**src/rtl/smm_dec_pkg.sv**
```systemverilog
package smm_dec_pkg;

    localparam int MB_SHIFT = 20;

    typedef enum logic [1:0] {
        SRC_CPU  = 2'b00,
        SRC_PCIE = 2'b01,
        SRC_LINK = 2'b10
    } src_e;

    typedef enum logic [1:0] {
        RT_DRAM  = 2'b00,
        RT_DOWN  = 2'b01,
        RT_INVAL = 2'b10
    } route_e;

    typedef enum logic [1:0] {
        RG_DRAM  = 2'b00,
        RG_HOLE  = 2'b01,
        RG_ABOVE = 2'b10,
        RG_TSEG  = 2'b11
    } region_e;

    typedef enum logic {
        ST_EMPTY = 1'b0,
        ST_FULL  = 1'b1
    } stage_e;

endpackage

```
**src/rtl/smm_dec_stage.sv**
```systemverilog
module smm_dec_stage
    import smm_dec_pkg::*;
#(
    parameter int W = 8
) (
    input  logic         clk,
    input  logic         rst_n,
    input  logic         in_valid,
    output logic         in_ready,
    input  logic [W-1:0] in_data,
    output logic         out_valid,
    input  logic         out_ready,
    output logic [W-1:0] out_data
);

    stage_e       state_q, state_d;
    logic         take;
    logic [W-1:0] data_q;

    always_ff @(posedge clk or negedge rst_n) begin
        if (!rst_n) state_q <= ST_EMPTY;
        else        state_q <= state_d;
    end

    // transitions: EMPTY_TO_FULL, FULL_REFILL, FULL_TO_EMPTY, FULL_STALL
    always_comb begin
        state_d = state_q;
        unique case (state_q)
            ST_EMPTY: if (in_valid) state_d = ST_FULL;
            ST_FULL:  if (out_ready && !in_valid) state_d = ST_EMPTY;
            default:  state_d = ST_EMPTY;
        endcase
    end

    always_comb begin
        unique case (state_q)
            ST_EMPTY: begin
                in_ready  = 1'b1;
                out_valid = 1'b0;
            end
            ST_FULL: begin
                in_ready  = out_ready;
                out_valid = 1'b1;
            end
            default: begin
                in_ready  = 1'b0;
                out_valid = 1'b0;
            end
        endcase
    end

    assign take = in_valid && in_ready;

    always_ff @(posedge clk or negedge rst_n) begin
        if (!rst_n)    data_q <= '0;
        else if (take) data_q <= in_data;
    end

    assign out_data = data_q;

    // a stalled output is frozen
    a_r10_hold: assert property (@(posedge clk) disable iff (!rst_n)
        out_valid && !out_ready |=> out_valid && $stable(out_data));

    // one-edge latency from acceptance to output
    a_r10_fill: assert property (@(posedge clk) disable iff (!rst_n)
        in_valid && in_ready |=> out_valid);

endmodule

```
**src/rtl/smm_dec_region.sv**
```systemverilog
module smm_dec_region
    import smm_dec_pkg::*;
#(
    parameter int ADDR_W = 32
) (
    input  logic [ADDR_W-1:0] addr,
    input  logic              hole_en,
    input  logic              tseg_en,
    input  logic [1:0]        tseg_size,
    input  logic [ADDR_W-1:0] tolud,
    output region_e           region
);

    localparam logic [ADDR_W-1:0] HOLE_LO = ADDR_W'(15) << MB_SHIFT;
    localparam logic [ADDR_W-1:0] HOLE_HI = ADDR_W'(16) << MB_SHIFT;
    localparam logic [ADDR_W-1:0] SZ_1M   = ADDR_W'(1) << MB_SHIFT;
    localparam logic [ADDR_W-1:0] SZ_2M   = ADDR_W'(2) << MB_SHIFT;
    localparam logic [ADDR_W-1:0] SZ_8M   = ADDR_W'(8) << MB_SHIFT;

    logic [ADDR_W-1:0] seg_bytes;
    logic [ADDR_W-1:0] seg_base;
    logic              in_hole;

    always_comb begin
        unique case (tseg_size)
            2'b00:   seg_bytes = SZ_1M;
            2'b01:   seg_bytes = SZ_2M;
            default: seg_bytes = SZ_8M;
        endcase
    end

    assign seg_base = tolud - seg_bytes;
    assign in_hole  = hole_en && (addr >= HOLE_LO) && (addr < HOLE_HI);

    always_comb begin
        if (in_hole)                            region = RG_HOLE;
        else if (addr >= tolud)                 region = RG_ABOVE;
        else if (tseg_en && (addr >= seg_base)) region = RG_TSEG;
        else                                    region = RG_DRAM;
    end

endmodule

```
**src/rtl/smm_dec_route.sv**
```systemverilog
module smm_dec_route
    import smm_dec_pkg::*;
#(
    parameter int ADDR_W = 32,
    parameter int BE_W   = 8
) (
    input  region_e           region,
    input  logic [1:0]        src,
    input  logic              smm,
    input  logic              wb,
    input  logic              write,
    input  logic              ext_smram,
    input  logic [ADDR_W-1:0] addr,
    input  logic [BE_W-1:0]   be,
    output logic [1:0]        route,
    output logic [ADDR_W-1:0] addr_o,
    output logic [BE_W-1:0]   be_o
);

    logic inval;

    always_comb begin
        inval = 1'b0;
        route = RT_DRAM;
        unique case (region)
            RG_HOLE, RG_ABOVE: route = RT_DOWN;
            RG_TSEG: begin
                if (src != SRC_CPU)        inval = 1'b1;
                else if (wb)               inval = 1'b0;
                else if (smm && !ext_smram) inval = 1'b0;
                else                       inval = 1'b1;
            end
            default: route = RT_DRAM;
        endcase
        if (inval) route = RT_INVAL;
    end

    always_comb begin
        addr_o = addr;
        be_o   = be;
        if (inval) begin
            addr_o = '0;
            if (write) be_o = '0;
        end
    end

endmodule

```
**src/rtl/smm_addr_decoder.sv**
```systemverilog
module smm_addr_decoder
    import smm_dec_pkg::*;
#(
    parameter int ADDR_W = 32,
    parameter int BE_W   = 8
) (
    input  logic              clk,
    input  logic              rst_n,
    input  logic              in_valid,
    output logic              in_ready,
    input  logic [ADDR_W-1:0] in_addr,
    input  logic [1:0]        in_src,
    input  logic              in_smm,
    input  logic              in_wb,
    input  logic              in_write,
    input  logic [BE_W-1:0]   in_be,
    input  logic              cfg_hole_en,
    input  logic              cfg_tseg_en,
    input  logic [1:0]        cfg_tseg_size,
    input  logic              cfg_ext_smram,
    input  logic [ADDR_W-1:0] cfg_tolud,
    output logic              out_valid,
    input  logic              out_ready,
    output logic [1:0]        out_route,
    output logic [ADDR_W-1:0] out_addr,
    output logic [BE_W-1:0]   out_be,
    output logic              out_write
);

    localparam int REQ_W = ADDR_W + 2 + 3 + BE_W;
    localparam int CFG_W = ADDR_W + 5;
    localparam int ST_W  = REQ_W + CFG_W;
    localparam logic [ADDR_W-1:0] HOLE_LO = ADDR_W'(15) << MB_SHIFT;
    localparam logic [ADDR_W-1:0] HOLE_HI = ADDR_W'(16) << MB_SHIFT;

    logic [ST_W-1:0]   st_in, st_out;
    logic [ADDR_W-1:0] q_addr, q_tolud;
    logic [1:0]        q_src, q_size;
    logic              q_smm, q_wb, q_write, q_hole, q_tsen, q_ext;
    logic [BE_W-1:0]   q_be;
    region_e           region;

    // request and configuration are captured together
    assign st_in = {in_addr, in_src, in_smm, in_wb, in_write, in_be,
                    cfg_hole_en, cfg_tseg_en, cfg_tseg_size, cfg_ext_smram, cfg_tolud};

    smm_dec_stage #(.W(ST_W)) u_stage (
        .clk       (clk),
        .rst_n     (rst_n),
        .in_valid  (in_valid),
        .in_ready  (in_ready),
        .in_data   (st_in),
        .out_valid (out_valid),
        .out_ready (out_ready),
        .out_data  (st_out)
    );

    assign {q_addr, q_src, q_smm, q_wb, q_write, q_be,
            q_hole, q_tsen, q_size, q_ext, q_tolud} = st_out;

    smm_dec_region #(.ADDR_W(ADDR_W)) u_region (
        .addr      (q_addr),
        .hole_en   (q_hole),
        .tseg_en   (q_tsen),
        .tseg_size (q_size),
        .tolud     (q_tolud),
        .region    (region)
    );

    smm_dec_route #(.ADDR_W(ADDR_W), .BE_W(BE_W)) u_route (
        .region    (region),
        .src       (q_src),
        .smm       (q_smm),
        .wb        (q_wb),
        .write     (q_write),
        .ext_smram (q_ext),
        .addr      (q_addr),
        .be        (q_be),
        .route     (out_route),
        .addr_o    (out_addr),
        .be_o      (out_be)
    );

    assign out_write = q_write;

    a_r5_inval_addr: assert property (@(posedge clk) disable iff (!rst_n)
        out_valid && out_route == RT_INVAL |-> out_addr == '0);

    a_r5_inval_be: assert property (@(posedge clk) disable iff (!rst_n)
        out_valid && out_route == RT_INVAL && out_write |-> out_be == '0);

    a_r1_hole: assert property (@(posedge clk) disable iff (!rst_n)
        out_valid && q_hole && q_addr >= HOLE_LO && q_addr < HOLE_HI
        |-> out_route == RT_DOWN && out_addr == q_addr);

    a_r4_seg_off: assert property (@(posedge clk) disable iff (!rst_n)
        out_valid && !q_tsen |-> out_route != RT_INVAL);

    a_r7_cpu_wb: assert property (@(posedge clk) disable iff (!rst_n)
        out_valid && q_src == SRC_CPU && q_wb |-> out_route != RT_INVAL);

    a_r8_code: assert property (@(posedge clk) disable iff (!rst_n)
        out_valid |-> out_route != 2'b11);

endmodule

```
**config.mk**
```make
export PLATFORM = sky130hd
export DESIGN_NAME = smm_addr_decoder
export DESIGN_NICKNAME = d
export VERILOG_FILES = /design/src/rtl/smm_dec_pkg.sv /design/src/rtl/smm_dec_stage.sv /design/src/rtl/smm_dec_region.sv /design/src/rtl/smm_dec_route.sv /design/src/rtl/smm_addr_decoder.sv
export SDC_FILE = /design/constraint.sdc
export NUM_CORES = 1
export LEC_CHECK = 0
export CORE_MARGIN = 8
export CORE_UTILIZATION = 29
export DETAILED_ROUTE_END_ITERATION = 6
export DONT_BUFFER_PORTS = 1
export PLACE_DENSITY = 0.45
export SYNTH_ARGS = -nofsm -noshare
export SYNTH_HDL_FRONTEND = slang
export SYNTH_SLANG_ARGS = --single-unit
```
**constraint.sdc**
```tcl
create_clock -name clk -period 4.65 [get_ports clk]
set_input_delay 0.2325 -clock clk [delete_from_list [all_inputs] [get_ports clk]]
set_output_delay 0.2325 -clock clk [all_outputs]
set_load 0.005 [all_outputs]
```
# Yosys cells after proc, flatten, opt, wreduce, memory -nomap -nowiden
# Index checks and enable logic that the tools add are counted.
# Widths: inputs -> output; s select.
# totals
register_bits,83
latch_bits,0
mem_bits_rw,0
rom_bits,0
inputBits,86
output_inout_bits,45
elab_cells,41
memories,0
# classes
n_addsub,1
multipliers,0
div,0
n_lt_le_gt_ge,4
eq_ne,4
shift,0
muxes,18
bitwise_logic,1
reduce_logical,11
# ops
cell,count
$ge 32x32->1,2
$pmux 24 s2,1
$ge 32x24->1 const B,1
$lt 32x25->1 const B,1
$mux 32,1
$sub 32x24->32,1
$mux 8,2
$mux 2,4
$mux 1,7
$logic_and 1x1->1,6
$pmux 1 s2,3
$eq 2x1->1 const B,2
$eq 2x2->1 const B,2
$logic_not 1->1,2
$logic_not 2->1,1
$reduce_bool 2->1,1
$reduce_or 2->1,1
$not 1->1,1

# Depth between registers and ports, before layout
# Gate-level depths: netlist (run 1).
# logic_depth
ltp_word,12
depth_mapped,20
ltp_nobuf,20

# Modules after synthesis
# Synthesis (run 1) repeated with hierarchy kept, for this count alone.
# hier_totals
cells_unflattened,417
hier_area_um2,5148.7
# modules_own_cells
mod,n_inst,cells_each,area_each_um2,seq_area_each_um2
smm_dec_stage,1,176,3422.0,2077.0
smm_dec_region,1,191,1387.6,0.0
smm_dec_route,1,50,339.1,0.0

# Worst setup path after synthesis (run 1)
# No wires, ideal clock.
# synth_timing
path_type,register to output
startpoint,register u_stage.data_q[34] (netlist: u_stage.out_data[34])
endpoint,output port out_be[0]
arrival_time_ns,3.545
setup_slack_ns,0.872
path_stages_with_launch,21
cell_sequence,dfrtp_1 > nor2_1 > ha_1 > inv_2 > fa_1 > o21ai_1 > nand2_1 > nor4_1 > xnor2_1 > ha_1 > a21oi_1 > nand2_1 > a221oi_1 > o22ai_1 > a211oi_1 > a31oi_1 > ha_1 > o31ai_1 > inv_1 > nand2_1 > and2_1
# synth_via
elab_chain_len,11
elab_cells_between_ends,12
classes_between,add/sub: 1; order compare: 1; eq/ne: 2; mux: 6; reduce/logical: 2
# synth_lines
element,line_no,source
"start, declared",smm_dec_stage.sv:18,logic [W-1:0] data_q;
"start signal, assigned",smm_dec_stage.sv:56,else if (take) data_q <= in_data;
$eq 2x1->1 or $logic_not 2->1 (tied branches),smm_dec_region.sv:25,unique case (tseg_size)
$pmux 24 s2 (*),smm_dec_region.sv:25,
$sub 32x24->32 (*),smm_dec_region.sv:32,assign seg_base = tolud - seg_bytes;
$ge 32x32->1 (*),smm_dec_region.sv:38,else if (tseg_en && (addr >= seg_base)) region = RG_TSEG;
$logic_and 1x1->1 (*),smm_dec_region.sv:38,
$mux 2 (*),smm_dec_region.sv:38,
$mux 2 (*),smm_dec_region.sv:37,else if (addr >= tolud) region = RG_ABOVE;
$mux 2 (*),smm_dec_region.sv:36,if (in_hole) region = RG_HOLE;
$eq 2x2->1 (*),smm_dec_route.sv:25,unique case (region)
$mux 1 (*),smm_dec_route.sv:25,
net u_route.inval,smm_dec_route.sv:20,logic inval;
$mux 8 (*),smm_dec_route.sv:41,if (inval) begin
"end, declared",smm_addr_decoder.sv:26,"output logic [BE_W-1:0] out_be,"
# Mark *: on every way through the listed nets, which the timed path passes. The rest lies on a longest branch.

# Worst setup path in the final report (run 1)
# layout_timing
startpoint,register u_stage.data_q[33] (netlist: u_stage.out_data[33])
endpoint,output port out_addr[20]
# layout_via
elab_chain_len,11
elab_cells_between_ends,12
classes_between,add/sub: 1; order compare: 1; eq/ne: 2; mux: 6; reduce/logical: 2
# layout_lines
element,line_no,source
$eq 2x1->1 or $logic_not 2->1 (tied branches),smm_dec_region.sv:25,
$pmux 24 s2 (*),smm_dec_region.sv:25,
$sub 32x24->32 (*),smm_dec_region.sv:32,
$ge 32x32->1 (*),smm_dec_region.sv:38,
$logic_and 1x1->1 (*),smm_dec_region.sv:38,
$mux 2 (*),smm_dec_region.sv:38,
$mux 2 (*),smm_dec_region.sv:37,
$mux 2 (*),smm_dec_region.sv:36,
$eq 2x2->1 (*),smm_dec_route.sv:25,
$mux 1 (*),smm_dec_route.sv:25,
$mux 32 (*),smm_dec_route.sv:41,
"end, declared",smm_addr_decoder.sv:25,"output logic [ADDR_W-1:0] out_addr,"
# Every way passes the cells marked *; elsewhere a longest branch is shown, timed or not.

==> run_results.csv, run 1 <==
group,metric,value,unit
status,status,"finished, final reports clean",
logic_synthesis,synth.largest_area_cell,"dfrtp_1",
worst_setup_path,startpoint,"u_stage.out_data[33]$_DFFE_PN0P_",
floorplanning,dieArea,0.02066,mm^2
detailed_routing,drt_pass1_iterations,4,
layout,postLayoutCoreUtil,0.3404,
worst_setup_path,crit_buf_inv,3,
floorplanning,die_h,143.7,um
worst_setup_path,reg2reg_from,"u_stage.state_q$_DFF_PN0_",
logic_synthesis,synth_ff_type,"dfrtp_1",
floorplanning,coreArea,0.01594,mm^2
power_and_ir_drop,p_leak,2.423,nW
timing,worst_pin_slew,1.118,ns
worst_setup_path,path_class,"reg -> out",
timing,rsz0062_at_grt,"yes",
layout,final_area,0.005428,mm^2
worst_setup_path,critPathCaptureType,"output port",
global_routing,first_global_vias,3310,
logic_synthesis,ys_ff_latch,83,
power_and_ir_drop,p_int,1.520,mW
layout,multi_input_area,0.002552,mm^2
cts,clkTransAtPathRegs,0.06,ns
worst_setup_path,reg2reg_to,"u_stage.out_data[34]$_DFFE_PN0P_",
timing,finalCritPeriodShare,0.9541,
detailed_routing,route.detailed.drc,0,
worst_setup_path,path_delay_family,"compound AO/OA/AOI/OAI gates",
layout,regArea,0.002077,mm^2
logic_synthesis,synth_edf_count,0,
timing,clock.fmax,225.4,MHz
detailed_routing,vias_per_cell,4.731,
logic_synthesis,synth_top_area_share,0.4390,
power_and_ir_drop,swShare,0.3243,
timing,min_period,4.436,ns
worst_setup_path,worstPathArrival,4.20,ns
power_and_ir_drop,p_sw,729.4,uW
logic_synthesis,mappedNetlistArea,0.004731,mm^2
cts,clkSinkCount,83,
power_and_ir_drop,p_clk_frac,0.294,
cts,cts_made_buffers,9,
worst_setup_path,critPathRequiredTime,4.42,ns
detailed_routing,wl,11800,um
logic_synthesis,synth_common_cells,"dfrtp_1, mux2_2, ha_1",
worst_setup_path,cp-start-kind,"flip-flop",
placement,hpwl,8844,um
floorplanning,die_w,143.7,um
cts,clock_latency,0.35,ns
timing,drv_slew,0,
logic_synthesis,synth.distinct_cells,41,
cts,cts_tree,"built",
timing,setup_viol_count_final,0,
logic_synthesis,yosys-top-cells-area,"dfrtp_1, mux2_2, ha_1, and2_1, inv_1",
floorplanning,core.rowCount,46,
min_path,hp-class,"in -> reg",
timing,hold_viol_final,0,
worst_setup_path,worstPathCellList,"nor2_2 > ha_2 > inv_2 > fa_2 > o21ai_2 > nand2_1 > nor4_2 > xnor2_1 > ha_1 > buf_4 > a21oi_1 > nand2_1 > a221oi_2 > o22ai_1 > a211oi_1 > a31oi_1 > ha_2 > o31ai_4 > buf_12 > and2_1",
worst_setup_path,critical-path-slowest-cell,"dfrtp_1",
floorplanning,initial_core_util,0.2967,
logic_synthesis,synthCells,412,
worst_setup_path,ff2ff_path_depth,3,
global_routing,antenna_found_initial,3,
job,cap_violations,0,
logic_synthesis,avgSynthCellArea,11.48,um^2
cts,clk_path_buf_depth,2,
detailed_routing,drt-initial-drc-count,111,
timing,slew_headroom,0.2544,
layout,drive_above_1_share,0.3153,
global_routing,grt_usage,0.1199,
layout,area_growth_syn_to_layout,14.73,%
timing,finalSetupTns,0,ns
power_and_ir_drop,seqPwrFrac,0.413,
worst_setup_path,crit_fanout,31,
logic_synthesis,synth-seq-area-share,0.4390,
layout,n_fill_cell,1622,
logic_synthesis,yosysMostFrequentCell,"dfrtp_1",
detailed_routing,wl_per_cell,18.39,um
floorplanning,io_pins,131,
placement,routabilityCongestion,0.7890,
worst_setup_path,path_depth,20,
worst_setup_path,rrSetupSlack,2.60,ns
power_and_ir_drop,power_density,414.4,mW/mm^2
detailed_routing,vias,3037,
global_routing,grt_max_degree,84,
placement,placed_cell_area,0.004971,mm^2
power_and_ir_drop,combPwrFrac,0.293,
worst_setup_path,worstSetupEndpoint,"out_addr[20]",
detailed_routing,ant_nets,0,
worst_setup_path,cpPeakStageDelay,0.39,ns
cts,root_buffer,"clkbuf_16",
cts,cts.htree.levels,3,
global_routing,grt_pass1_wl,18640,um
power_and_ir_drop,vdd.ir_drop.worst,0.0001733,V
global_routing,grt_overflow_total,0,
logic_synthesis,ys_warn_count,0,
logic_synthesis,synth-async-reset-ratio,1.000,
timing,skew,0.004009,ns
logic_synthesis,synth_fp_nets,547,
layout,nets,556,
placement,portBuffers,0,
## worst reg2reg max path, delay by kind of cell, from the launching register on
| family | cells | cell delay, ns |
|---|---|---|
| multiplexers | 1 | 0.48 |
| flip-flops | 1 | 0.44 |
| AND/OR/NAND/NOR | 2 | 1.00 |
## metrics by stage
stage          hold slack (ns)  total power [mW]  cells  worst slack [ns]
3_3_place_gp          -0.05920             1.524    617            0.4355
3_5_place_dp          -0.05898             1.536    617            0.3232
2_1_floorplan         -0.06309             1.374    412            0.8724
4_1_cts                0.01123             2.252    635           0.04454
6_report               0.03124             2.249    642            0.2136
5_1_grt               0.007623             2.428    642           -0.1085
## per-layer routing
layer,GRT usage,wire (um)
met4,0.04483,192
met1,0.1337,4766
met5,0,23
met3,0.05109,904
met2,0.1997,5918
## power by group through the flow
stage / Sequential [mW] / Combinational [mW] / Clock, mW
after global placement: 0.938 / 0.586 / 0
after global routing: 0.949 / 0.758 / 0.721
after CTS: 0.927 / 0.628 / 0.697
after floorplan: 0.899 / 0.474 / 0
after detailed placement: 0.941 / 0.595 / 0
final: 0.928 / 0.659 / 0.662
## state kept, by name (all words and copies together) (netlist names)
signal            count
u_stage.out_data     82
u_stage.state_q       1
## placed cells by master, fill, tap and decap left out, types with 3 or more instances in the layout
cell type	n
ha_1	46
mux2_2	82
dfrtp_1	83
xnor2_1	7
nand3_1	6
and2_4	12
nand2_1	13
nand2b_1	3
a31oi_1	4
a21o_1	3
buf_4	6
o21ai_0	4
nor3_1	3
inv_1	37
a21oi_1	18
clkbuf_16	9
and2_1	28
nand4_1	8
nor2_1	4
## worst min path at each step
stage                                                  end  cells past startpoint          from
after CTS                  u_stage.out_data[4]$_DFFE_PN0P_                      1  cfg_tolud[4]
after global placement    u_stage.out_data[12]$_DFFE_PN0P_                      0         rst_n
after floorplan            u_stage.out_data[0]$_DFFE_PN0P_                      0         rst_n
after detailed placement  u_stage.out_data[12]$_DFFE_PN0P_                      0         rst_n
after global routing      u_stage.out_data[45]$_DFFE_PN0P_                      1      in_write
final                      u_stage.out_data[0]$_DFFE_PN0P_                      1  cfg_tolud[0]
## area by class of cell
type / count / share of cell area
Inverter: 39 / 0.02697
Clock inverter: 5 / 0.006916
Sequential cell: 83 / 0.3827
Timing Repair Buffer: 10 / 0.02075
Multi-Input combinational cell: 278 / 0.4703
Clock buffer: 10 / 0.04219
Tap cell: 216 / 0.04979
Antenna cell: 1 / 0.0004610
## cell families (layout without fill, tap and decap cells)
family	after synthesis	after routing	share of synthesized area
other cells	0	1	0
compound gates	44	44	0.05872
flops	83	83	0.4390
buf+inv	51	64	0.04338
mux	82	82	0.1952
xor+xnor	9	9	0.01666
simple gates	94	94	0.1158
fa+ha+maj	49	49	0.1312
## repair_timing
item                       CTS  global route
setup endpoints to repair    9            40
pin swaps                    0            22
hold buffers                 3             0
setup buffers                0             6
gates resized for setup      3            25
hold endpoints to repair    84             0
Note: power is estimated with default switching activity, not from simulation.
==> inputs of run 2 (changes only) <==
Settings changed: ABC_AREA from default to 1.
==> run_results.csv, run 2 <==
group,metric,value,unit
min_path,min-delay-start,"in_wb",
timing,min_period,4.145,ns
logic_synthesis,synthCells,593,
worst_setup_path,reg2reg_to,"u_stage.out_data[32]$_DFFE_PN0P_",
timing,setup_ws,0.5051,ns
timing,slew_headroom,0.4990,
job,cap_violations,0,
logic_synthesis,avgSynthCellArea,8.100,um^2
floorplanning,die_h,144.7,um
global_routing,grt_pass1_wl,19160,um
detailed_routing,wl_per_cell,14.87,um
floorplanning,initial_core_util,0.2928,
cts,clk_path_buf_depth,2,
logic_synthesis,synth_ff_type,"dfrtp_1",
worst_setup_path,reg2reg_from,"u_stage.state_q$_DFF_PN0_",
logic_synthesis,synth-async-reset-ratio,1.000,
layout,n_fill_cell,1765,
layout,postLayoutCoreUtil,0.3304,
worst_setup_path,cp-start-kind,"flip-flop",
worst_setup_path,ff2ff_path_depth,4,
cts,cts_setup_buffers,0,
timing,setup_viol_count_final,0,
min_path,hp-class,"in -> reg",
min_path,worstHoldPathCells,1,
cts,clock_latency,0.34,ns
layout,final_cell_mix,"nor2_1, inv_1, a21oi_1",
global_routing,grt_usage,0.1202,
logic_synthesis,yosys-top-cells-area,"dfrtp_1, ha_1, nor2_1, a21oi_1, inv_1",
floorplanning,die_w,144.7,um
placement,portBuffers,0,
global_routing,gr-usage-met2,0.1914,
placement,dp_cells,796,
detailed_routing,vias,3573,
logic_synthesis,synth_edf_count,0,
logic_synthesis,synth-seq-area-share,0.4324,
power_and_ir_drop,swShare,0.3139,
logic_synthesis,ys_warn_count,0,
global_routing,grt.busiest_layer,"met2",
floorplanning,core.rowCount,47,
power_and_ir_drop,power_density,423.2,mW/mm^2
power_and_ir_drop,p_sw,720.3,uW
logic_synthesis,synth_fp_nets,728,
timing,hold_viol_final,0,
power_and_ir_drop,seqPwrFrac,0.382,
logic_synthesis,mappedNetlistArea,0.004803,mm^2
layout,nets,725,
timing,drv_slew,0,
worst_setup_path,path_class,"reg -> out",
worst_setup_path,critPathRequiredTime,4.42,ns
timing,clock.fmax,241.3,MHz
floorplanning,coreArea,0.01641,mm^2
layout,layout_commonest_cell,"nor2_1",
power_and_ir_drop,totalPowerFinal,2.294,mW
logic_synthesis,synth_common_cells,"nor2_1, inv_1, a21oi_1",
timing,finalCritPeriodShare,0.8914,
cts,root_buffer,"clkbuf_16",
layout,largest_reg_flops,82,
detailed_routing,wl,12120,um
power_and_ir_drop,p_clk_frac,0.362,
layout,antenna_cells,0,
worst_setup_path,crit_fanout,22,
cts,cts_tree,"built",
detailed_routing,ant_nets,0,
logic_synthesis,synth.distinct_cells,31,
placement,hpwl,9440,um
cts,cts.htree.levels,3,
global_routing,grt_overflow_total,0,
global_routing,first_global_vias,3823,
global_routing,global_route.usage.met1,0.1439,
global_routing,antenna_found_initial,0,
placement,place_ws,0.7200,ns
detailed_routing,vias_per_cell,4.384,
worst_setup_path,startpoint,"u_stage.out_data[34]$_DFFE_PN0P_",
cts,clkTransAtPathRegs,0.06,ns
worst_setup_path,rrSetupSlack,2.55,ns
layout,drive_above_1_share,0.07899,
power_and_ir_drop,p_leak,2.801,nW
layout,final_area,0.005421,mm^2
min_path,holdPathEnd,"u_stage.out_data[46]$_DFFE_PN0P_",
layout,area_growth_syn_to_layout,12.87,%
power_and_ir_drop,p_int,1.574,mW
power_and_ir_drop,vdd.ir_drop.worst,0.0001786,V
cts,clkSinkCount,83,
global_routing,globalRouteMet3Util,0.04528,
timing,hold_slack,0.03992,ns
placement,routabilityCongestion,0.7489,
timing,worst_pin_slew,0.7516,ns
worst_setup_path,worstPathArrival,3.91,ns
global_routing,grt_max_degree,84,
timing,finalSetupTns,0,ns
floorplanning,dieArea,0.02094,mm^2
timing,rsz0062_at_grt,"no",
power_and_ir_drop,combPwrFrac,0.255,
logic_synthesis,synth.largest_area_cell,"dfrtp_1",
timing,skew,0.005727,ns
logic_synthesis,ys_ff_latch,83,
logic_synthesis,yosysMostFrequentCell,"nor2_1",
placement,placed_cell_area,0.005009,mm^2
status,status,"finished, final reports clean",
detailed_routing,drt-initial-drc-count,102,
layout,fin_cells,815,
detailed_routing,route.detailed.drc,0,
cts,cts_made_buffers,9,
worst_setup_path,critPathCaptureType,"output port",
floorplanning,io_pins,131,
detailed_routing,drt_pass1_iterations,7,
logic_synthesis,synth_top_area_share,0.4324,
==> run 2: cell types whose count changed after synthesis, sizes merged, moves of 4 or more <==
cell and change:
nor2 +136, a21oi +75, mux2 -74, inv +59
nand2 +50, and2 -40, buf +12, xnor2 -7
xor2 +7, nand4 -5, a31oi -4
==> run 2: layer usage <==
layer / routed length (um) / vias up
li1: - / 1851
met1: 5388 / 1628
met2: 5698 / 79
met3: 809 / 15
met4: 218 / 0
met5: 0 / -
==> run 2: worst max-delay path by stage <==
stage / endpoint / slack, ns / depth (start not counted)
finish: out_addr[23] / 0.51 / 25
floorplan: out_route[1] / 1.09 / 25
detailed placement: out_be[5] / 0.72 / 24
global route: out_addr[5] / 0.03 / 25
global placement: out_be[1] / 0.76 / 24
CTS: out_addr[23] / 0.32 / 25
==> run 2: final cells by class <==
cell class | count | area [um^2] | share of cell area
clock buffer | 11 | 242.7 | 0.04477
clock inverter | 5 | 100.1 | 0.01846
inverter | 98 | 367.9 | 0.06785
multi-input combinational | 391 | 2268 | 0.4184
sequential | 83 | 2077 | 0.3831
tap | 220 | 275.3 | 0.05077
timing repair buffer | 7 | 90.09 | 0.01662
==> run 2: worst max-delay path, cell delays in order, from the launching register on <==
cell	delay, ns
dfrtp_1	0.38
nor2_1	0.11
ha_1	0.14
inv_1	0.06
fa_2	0.36
o21ai_2	0.15
nand2_2	0.09
nor3_4	0.16
nand3_2	0.12
nor3_2	0.14
xor2_1	0.16
inv_1	0.06
ha_1	0.26
nand2_1	0.08
nor2_1	0.06
nand2_1	0.07
inv_1	0.04
a21oi_1	0.13
nand2_1	0.08
nand3_1	0.08
nand2_1	0.06
ha_1	0.19
nand2_1	0.16
inv_2	0.08
buf_12	0.16
nor2_1	0.21
==> run 2: cells by family (layout without fill, tap and decap cells) <==
| logic type | count (synthesis) | count (layout) | share of synthesized area |
|---|---|---|---|
| compound gates | 104 | 104 | 0.1117 |
| simple gates | 221 | 221 | 0.1925 |
| buf+inv | 119 | 121 | 0.09898 |
| fa+ha+maj | 49 | 49 | 0.1292 |
| xor+xnor | 9 | 9 | 0.01641 |
| flops | 83 | 83 | 0.4324 |
| mux | 8 | 8 | 0.01876 |
==> run 2: power groups by stage <==
stage	combinational [mW]	sequential [mW]	clock (mW)
global placement	0.564	0.890	0
global route	0.688	0.889	0.889
detailed placement	0.574	0.892	0
floorplan	0.448	0.872	0
CTS	0.598	0.879	0.859
finish	0.586	0.877	0.831
==> run 2: timing repair <==
action / CTS / global route
setup endpoints to repair: 0 / 29
hold buffers: 3 / 0
endpoints found under the hold margin: 84 / 0
gates resized for setup: 0 / 7
==> inputs of run 3 (changes only) <==
Settings changed: CTS_BUF_LIST from default to sky130_fd_sc_hd__clkbuf_8, CTS_CLUSTER_SIZE from default to 12, SYNTH_HIERARCHICAL from default to 1.
==> run_results.csv, run 3 <==
group,metric,value,unit
global_routing,first_global_vias,4796,
floorplanning,initial_core_util,0.2913,
cts,clk_path_buf_depth,2,
logic_synthesis,yosys-top-cells-area,"dfrtp_1, nand2_1, ha_1, nand3_1, inv_1",
global_routing,grt_max_degree,86,
cts,cts.htree.levels,3,
layout,nets,909,
logic_synthesis,yosysMostFrequentCell,"nand2_1",
detailed_routing,ant_nets,0,
power_and_ir_drop,vdd.ir_drop.worst,0.0001088,V
worst_setup_path,path_class,"reg -> out",
layout,final_area,0.006456,mm^2
logic_synthesis,synth_fp_nets,855,
timing,slew_headroom,0.2722,
detailed_routing,met3_length,693,um
timing,min_period,4.272,ns
timing,finalCritPeriodShare,0.9188,
layout,drive_above_1_share,0.06170,
worst_setup_path,path_delay_family,"simple AND/OR/NAND/NOR gates",
logic_synthesis,synth_ff_type,"dfrtp_1",
cts,clkTransAtPathRegs,0.09,ns
timing,drv_slew,0,
timing,setup_viol_count_final,0,
cts,cts_made_buffers,9,
detailed_routing,vias,4595,
logic_synthesis,synth-seq-area-share,0.3863,
timing,finalSetupTns,0,ns
timing,hold_slack,0.03059,ns
cts,cts_tree,"built",
detailed_routing,routed.top_layer,"met4",
worst_setup_path,critPathCaptureType,"output port",
logic_synthesis,synth.distinct_cells,34,
detailed_routing,wl_per_cell,14.36,um
timing,rsz0062_at_grt,"no",
worst_setup_path,critical-path-slowest-cell,"fa_1",
layout,fin_cells,1012,
floorplanning,die_w,152.2,um
job,cap_violations,0,
detailed_routing,wl,14530,um
floorplanning,dieArea,0.02315,mm^2
logic_synthesis,mappedNetlistArea,0.005376,mm^2
timing,worst_pin_slew,1.088,ns
placement,routabilityCongestion,0.7717,
layout,area_growth_syn_to_layout,20.08,%
logic_synthesis,ys_ff_latch,83,
detailed_routing,route.detailed.drc,0,
global_routing,antenna_found_initial,0,
detailed_routing,wl_met2,6702,um
layout,layout_commonest_cell,"nand2_1",
min_path,hp-class,"in -> reg",
logic_synthesis,synth_top_area_share,0.3863,
global_routing,grt_usage,0.1289,
worst_setup_path,critPathRequiredTime,4.42,ns
timing,clock.fmax,234.1,MHz
status,status,"finished, final reports clean",
power_and_ir_drop,power_density,335.7,mW/mm^2
floorplanning,core.rowCount,50,
layout,final_cell_mix,"nand2_1, inv_1, nand3_1",
logic_synthesis,synth_common_cells,"nand2_1, inv_1, nand3_1",
worst_setup_path,worstPathArrival,4.04,ns
detailed_routing,vias_per_cell,4.541,
worst_setup_path,cpMostUsedCell,"nand2_1",
logic_synthesis,synth-async-reset-ratio,1.000,
placement,dp_cells,923,
layout,n_fill_cell,1972,
logic_synthesis,ys_warn_count,6,
cts,clkSinkCount,83,
placement,placed_cell_area,0.005451,mm^2
logic_synthesis,synth.largest_area_cell,"dfrtp_1",
timing,hold_viol_final,0,
power_and_ir_drop,p_leak,3.463,nW
layout,postLayoutCoreUtil,0.3498,
worst_setup_path,worstPathCellList,"nor2_1 > ha_1 > inv_1 > fa_1 > o21ai_2 > nand2_2 > nor3_4 > nand3_2 > nor3_2 > xor2_1 > inv_1 > ha_1 > nand2_1 > nor3_2 > and3_1 > nand2_1 > nand2_1 > nand2_1 > a21oi_2 > ha_4 > nand2_8 > clkinv_16 > nor2_1",
logic_synthesis,avgSynthCellArea,7.467,um^2
logic_synthesis,synth_edf_count,0,
worst_setup_path,crit_buf_inv,3,
worst_setup_path,crit_fanout,33,
floorplanning,io_pins,131,
floorplanning,die_h,152.2,um
floorplanning,coreArea,0.01846,mm^2
detailed_routing,drt_pass1_iterations,4,
timing,setup_ws,0.3777,ns
cts,root_buffer,"clkbuf_8",
cts,clock_latency,0.36,ns
layout,largest_reg_flops,82,
placement,hpwl,10150,um
detailed_routing,wl_met1,6990,um
timing,skew,0.009874,ns
detailed_routing,drt-initial-drc-count,214,
power_and_ir_drop,totalPowerFinal,2.167,mW
logic_synthesis,synthCells,720,
global_routing,grt_pass1_wl,24380,um
global_routing,grt_overflow_total,0,
placement,place_ws,0.3188,ns
worst_setup_path,cpPeakStageDelay,0.41,ns
layout,antenna_cells,0,
placement,portBuffers,0,
worst_setup_path,cp-start-kind,"flip-flop",
-- run 3: cell type report --
type,count,area (um^2),area share
Sequential cell,83,2077,0.3217
Inverter,99,397.9,0.06163
Timing Repair Buffer,75,763.2,0.1182
Clock inverter,6,82.58,0.01279
Tap cell,234,292.8,0.04535
Multi-Input combinational cell,506,2719,0.4211
Clock buffer,9,123.9,0.01919
-- run 3: logic make-up (layout without fill, tap and decap cells) --
kind of cell	Yosys count	count (layout)	share of synthesized area
AO/OA/AOI/OAI	25	25	0.02583
AND/OR/NAND/NOR	422	422	0.3433
buffers and inverters	131	189	0.1129
XOR/XNOR	10	10	0.01629
adder cells (fa/ha/maj)	49	49	0.1154
flip-flops	83	83	0.3863
-- run 3: path summary, 6_finish.rpt --
check	from	end	slack, ns	depth (start not counted)
min	in_valid	u_stage/out_data[10]$_DFFE_PN0P_	0.03	2
min in group asynchronous	rst_n	u_stage/out_data[45]$_DFFE_PN0P_	0.46	2
max	u_stage/out_data[34]$_DFFE_PN0P_	out_addr[9]	0.38	23
max in group asynchronous	rst_n	u_stage/out_data[40]$_DFFE_PN0P_	3.78	2
min reg2reg	u_stage/out_data[15]$_DFFE_PN0P_	u_stage/out_data[15]$_DFFE_PN0P_	0.48	2
max reg2reg	u_stage/state_q$_DFF_PN0_	u_stage/out_data[26]$_DFFE_PN0P_	2.46	5
-- run 3: metal layers --
layer  up-vias  track usage
met5         -            0
met4         0      0.03427
met3         7      0.03063
met2       122       0.2131
met1      2123       0.1655
li1       2343            -
-- run 3: power breakdown --
| part | switching (mW) | leakage, nW | internal, mW | total (mW) |
|---|---|---|---|---|
| sequential | 0.0976 | 1.02 | 0.815 | 0.912 |
| clock | 0.269 | 0.110 | 0.297 | 0.566 |
| combinational | 0.406 | 2.34 | 0.283 | 0.689 |
-- run 3: timing repair --
item,CTS,global route
endpoints found under the hold margin,153,0
hold buffers,73,0
setup buffers,0,1
pin swaps,0,1
endpoints found under the setup margin,32,41
gates resized for setup,1,8
